<file path="config.mk">
export PLATFORM = sky130hd
export DESIGN_NAME = flash_buf_prog
export DESIGN_NICKNAME = d
export VERILOG_FILES = /design/src/rtl/flash_buf_prog.sv
export SDC_FILE = /design/constraint.sdc
export NUM_CORES = 2
export LEC_CHECK = 0
export ABC_AREA = 0
export BUFFER_PORTS_ARGS = -buffer_cell sky130_fd_sc_hd__buf_2
export CAP_MARGIN = 20
export CORE_MARGIN = 8
export CORE_UTILIZATION = 40
export DETAILED_ROUTE_END_ITERATION = 10
export REMOVE_ABC_BUFFERS = 1
export SETUP_SLACK_MARGIN = 0.4
export SLEW_MARGIN = 20
export SYNTH_ARGS = -nofsm -noshare
export SYNTH_HDL_FRONTEND = slang
export SYNTH_SLANG_ARGS = --single-unit
</file>
<file path="constraint.sdc">
create_clock -name clk -period 3.31 [get_ports clk]
set_input_delay 0.1655 -clock clk [delete_from_list [all_inputs] [get_ports clk]]
set_output_delay 0.1655 -clock clk [all_outputs]
set_load 0.02 [all_outputs]
</file>
<file path="src/rtl/flash_buf_prog.sv">
module flash_buf_prog #(
  parameter int ADDR_W   = 6,
  parameter int BANK_W   = 16,
  parameter int DEV_W    = 8,
  parameter int BLK_LOG2 = 3
) (
  input  logic              clk,
  input  logic              rst_n,
  input  logic              ro,
  input  logic              start,
  input  logic              wr_en,
  input  logic [ADDR_W-1:0] wr_addr,
  input  logic [BANK_W-1:0] wr_data,
  input  logic              stat_clr,
  input  logic [ADDR_W-1:0] rd_addr,
  output logic [BANK_W-1:0] rd_data,
  output logic              busy,
  output logic              ready,
  output logic              prog_err
);
  localparam int WORDS  = 1 << ADDR_W;
  localparam int BLK    = 1 << BLK_LOG2;
  localparam int BASE_W = ADDR_W - BLK_LOG2;
  localparam logic [7:0] CONFIRM = 8'hD0;

  typedef enum logic [2:0] {S_IDLE, S_CNT, S_DATA, S_CONF, S_IN, S_OUT} stage_t;

  stage_t              st;
  logic [BANK_W-1:0]   mem  [WORDS];
  logic [BANK_W-1:0]   wbuf [BLK];
  logic [BANK_W-1:0]   cnt;
  logic [BASE_W-1:0]   base;
  logic [BLK_LOG2-1:0] idx;
  logic [BLK_LOG2-1:0] p_off;
  logic [BANK_W-1:0]   p_data;
  logic                open;

  wire                at_base = wr_addr[ADDR_W-1:BLK_LOG2] == base;
  wire [BLK_LOG2-1:0] w_off   = wr_addr[BLK_LOG2-1:0];
  wire [ADDR_W-1:0]   cp_addr = {base, idx};

  assign rd_data  = mem[rd_addr];
  assign busy     = (st == S_IN) || (st == S_OUT);

  always_ff @(posedge clk) begin
    if (!rst_n) begin
      st       <= S_IDLE;
      open     <= 1'b0;
      prog_err <= 1'b0;
      ready    <= 1'b0;
      cnt      <= '0;
      base     <= '0;
      idx      <= '0;
      p_off    <= '0;
      p_data   <= '0;
      for (int i = 0; i < WORDS; i++) mem[i] <= '1;
    end else begin
      if (stat_clr) begin
        prog_err <= 1'b0;
        ready    <= 1'b0;
      end
      case (st)
        S_IDLE: if (start) st <= S_CNT;
        S_CNT: if (wr_en) begin
          cnt <= BANK_W'(wr_data[DEV_W-1:0]);
          st  <= S_DATA;
        end
        S_DATA: if (wr_en) begin
          ready <= 1'b1;
          if (!open && cnt != '0) begin
            base   <= wr_addr[ADDR_W-1:BLK_LOG2];
            p_off  <= w_off;
            p_data <= wr_data;
            idx    <= '0;
            st     <= S_IN;
          end else begin
            if (ro || !open || !at_base) prog_err <= 1'b1;
            else wbuf[w_off] <= wr_data;
            cnt <= cnt - 1'b1;
            if (cnt == '0) st <= S_CONF;
          end
        end
        S_IN: begin
          wbuf[idx] <= mem[cp_addr];
          idx       <= idx + 1'b1;
          if (idx == BLK_LOG2'(BLK - 1)) begin
            open <= 1'b1;
            if (ro) prog_err <= 1'b1;
            else wbuf[p_off] <= p_data;
            cnt <= cnt - 1'b1;
            st  <= S_DATA;
          end
        end
        S_CONF: if (wr_en) begin
          if (wr_data[7:0] == CONFIRM && !prog_err && open) begin
            idx <= '0;
            st  <= S_OUT;
          end else begin
            open <= 1'b0;
            st   <= S_IDLE;
          end
        end
        S_OUT: begin
          mem[cp_addr] <= wbuf[idx];
          idx          <= idx + 1'b1;
          if (idx == BLK_LOG2'(BLK - 1)) begin
            open  <= 1'b0;
            ready <= 1'b1;
            st    <= S_IDLE;
          end
        end
        default: st <= S_IDLE;
      endcase
    end
  end


  open_copy_chk: assert property (@(posedge clk) disable iff (!rst_n)
    (st == S_DATA && wr_en && !open && cnt != '0) |=> busy);


  out_of_block_chk: assert property (@(posedge clk) disable iff (!rst_n)
    (st == S_DATA && wr_en && open && !at_base) |=> prog_err);


  ro_write_chk: assert property (@(posedge clk) disable iff (!rst_n)
    (st == S_DATA && wr_en && ro && (open || cnt == '0)) |=> prog_err);


  data_ready_chk: assert property (@(posedge clk) disable iff (!rst_n)
    (st == S_DATA && wr_en) |=> ready);


  commit_start_chk: assert property (@(posedge clk) disable iff (!rst_n)
    (st == S_CONF && wr_en && wr_data[7:0] == CONFIRM && !prog_err && open) |=> busy);


  discard_chk: assert property (@(posedge clk) disable iff (!rst_n)
    (st == S_CONF && wr_en && (wr_data[7:0] != CONFIRM || prog_err)) |=> (!busy && !open));


  storage_hold_chk: assert property (@(posedge clk) disable iff (!rst_n)
    (st != S_OUT) ##1 $stable(rd_addr) |-> $stable(rd_data));
endmodule

</file>
==> out/metrics.cfg <==
[sta]
fin_skew_ps=39.0
setup_slack_ps=-31.7
fin_setup_tns_ps=-38.7
fin_crit_sh_pct=101
worst_pin_slew_ps=1430
rsz0062_at_grt=yes
hold_viol=0
period_needed_ps=3340
slew_viol_final=0
slew-limit-headroom_pct=4.25
holdWs_ps=229
fmax_ghz=0.299
setup_viol=2

[yosys]
ys_ff_latch=1202
yosysSeqAreaShare_pct=57.4
ys.flop_type=edfxtp_1
yosysTopAreaCell=edfxtp_1
ys_types=87
synth_cells=4708
synthTopCellsByCount=nand2_1 (1227), edfxtp_1 (1152), mux4_2 (416)
async_flop_share_pct=0
synth-edff-count=1152
synthTopCellsByArea=edfxtp_1 (56%), mux4_2 (15%), nand2_1 (7.4%)
synth_top_area_share_pct=55.8
synth.most_common_cell=nand2_1
ys_warn_count=0
syn_avg_cell_area_um2=13.2
syn_area_um2=62000

[routing]
dr.pass1.iters=6
avgRoutedWirePerCell_um=35.3
first_iter_violations=7686
detail-route-antenna-nets=0
drc=0
viasPerCell=6.55
routed_wl_um=257000
vias=47800

[die]
rows=144
die_y_um=410
io_pins=53
die_x_um=410
core_region_area_um2=154000
initial_core_util_pct=40.3
dieArea_um2=168000

[critical_path]
critPathArrivalTime_ps=3180
required_ps=3140
worstSetupPathType=flop to primary output
crit_top_cell=mux4_2
reg2reg_from=idx[0]
slowest_stage=mux4_2
r2r_cells=9
endpoint_kind=primary output
ff2ff_setup_slack_ps=110
max_stage_delay_ps=630
r2r-end=wbuf[7][11]
cp-start-kind=flop
path_cells=mux4_2, mux4_2, nor2b_4, a211oi_4, a21oi_4, buf_6
cp_max_fo=2

[grt]
grt_usage_pct=29.5
grt_pass1_vias=45700
grt.overflow.total=0
grt_pass1_wl_um=355000
antenna_found_initial=15
grt_start_max_net_pins=65

[power_and_ir_drop]
peakVddDrop_v=0.000417
leakage_nw=21.3
power.density_nw_per_um2=446
power.total_mw=34.7

[placed_design]
portBuffers=52
placed_cells=6864
place.gp.congestion=0.988
place_ws_ps=-159
hpwlAfterDp_um=169000
postPlaceCellArea_um2=68900

[worst_hold_path]
hold_class=primary input to flop
hold_path_end=p_data[12]
hold_start=wr_data[12]
holdPathStages=4

[clock_network]
clock_latency_ps=810
clock_path_buffers=3
cts_root_buffer=clkbuf_16
cts.clk_slew.worst_paths_ps=60
cts_inserted_buffers=136
cts_sinks=1202
cts_max_level=4
cts_tree=yes

[finish]
layout-drive-gt1-share_pct=35.4
final_cells=7302
fin_area_um2=77900
syn_to_final_growth_pct=25.6
final_util_pct=50.6
nets=5193

[run]
cap_violations=0

[outcome]
run_status=complete, but fails checks
violations=setup timing

==> worst max-delay path, delay by kind of cell, from the launching register on <==
family / cells / cell delay, ps
multiplexers: 2 / 1230
flip-flops: 1 / 400
AO/OA/AOI/OAI: 2 / 370
buffers and inverters: 1 / 200
AND/OR/NAND/NOR: 1 / 180
==> flip-flops by register name, summed over array words and instances (netlist names), named ones only <==
| name | count |
|---|---|
| open | 1 |
| p_off | 3 |
| mem | 1024 |
| prog_err | 1 |
| st | 3 |
| idx | 3 |
| ready | 1 |
| wbuf | 128 |
| p_data | 16 |
| base | 3 |
| cnt | 16 |
==> final cells by class <==
type | instances | area, um^2
Antenna cell | 3 | 7.51
Clock buffer | 164 | 3530
Clock inverter | 73 | 845
Fill cell | 12900 | 76200
Inverter | 13 | 58.8
Multi-Input combinational cell | 3006 | 26700
Sequential cell | 1202 | 35600
Tap cell | 2044 | 2560
Timing Repair Buffer | 797 | 8570
==> report_power, final <==
part / switching [mW] / total (mW) / internal, mW
logic: 1.76 / 2.81 / 1.05
clock network: 6.54 / 15.2 / 8.68
registers: 0.0619 / 16.7 / 16.6
==> logic make-up (layout without fill, tap and decap cells) <==
logic type | after synthesis | after routing | synth area share, %
AO/OA/AOI/OAI | 753 | 753 | 8.84
other | 0 | 3 | 0
multiplexers | 671 | 671 | 19.4
adder cells (fa/ha/maj) | 3 | 3 | 0.0605
AND/OR/NAND/NOR | 1568 | 1569 | 10.5
buffers and inverters | 501 | 1047 | 3.66
XOR/XNOR | 10 | 10 | 0.141
flip-flops | 1202 | 1202 | 57.4
==> repair_timing <==
item                                    in CTS  in global routing
cloned                                      12                  5
endpoints found under the hold margin       94                  0
hold buffers                                32                  0
setup buffers                               97                 52
pin swaps                                   93                120
endpoints found under the setup margin     200                212
gates resized for setup                    257                261
==> layout by cell type, fill, tap and decap left out, drive strengths merged, types with 16 or more instances in the layout <==
cell type,Yosys,routed
nand2,1227,1227
edfxtp,1152,1152
buf,170,753
mux4,416,416
clkbuf,318,169
nor2,164,164
mux2i,163,163
o21ai,128,128
a221oi,101,101
mux2,92,92
a22oi,80,80
a21oi,72,72
o31ai,69,69
a22o,65,65
o22ai,63,63
dfxtp,50,50
clkinv,0,49
nor2b,33,34
dlygate4sd3,0,32
a21boi,28,28
a221o,27,27
nand3,22,22
a211oi,19,19
inv,13,19
a31oi,16,16
nand2b,16,16
==> layer usage <==
metal | routed length, um | vias to the layer above | global-route usage [%]
met3 | 37800 | 764 | 9.84
met5 | 170 | - | 0
met1 | 89500 | 24100 | 38.1
li1 | - | 19000 | -
met4 | 17700 | 20 | 16.4
met2 | 112000 | 3850 | 43.6
==> how the worst max path moves through the flow <==
stage / start / end / cells past startpoint
finish: mem[1][13] / rd_data[13] / 6
global route: mem[1][13] / rd_data[13] / 6
CTS: mem[7][7] / rd_data[7] / 7
detailed placement: idx[1] / wbuf[5][5] / 11
global placement: idx[1] / wbuf[5][3] / 11
floorplan: idx[1] / wbuf[2][3] / 6
Power figures use the tool's default switching activity.
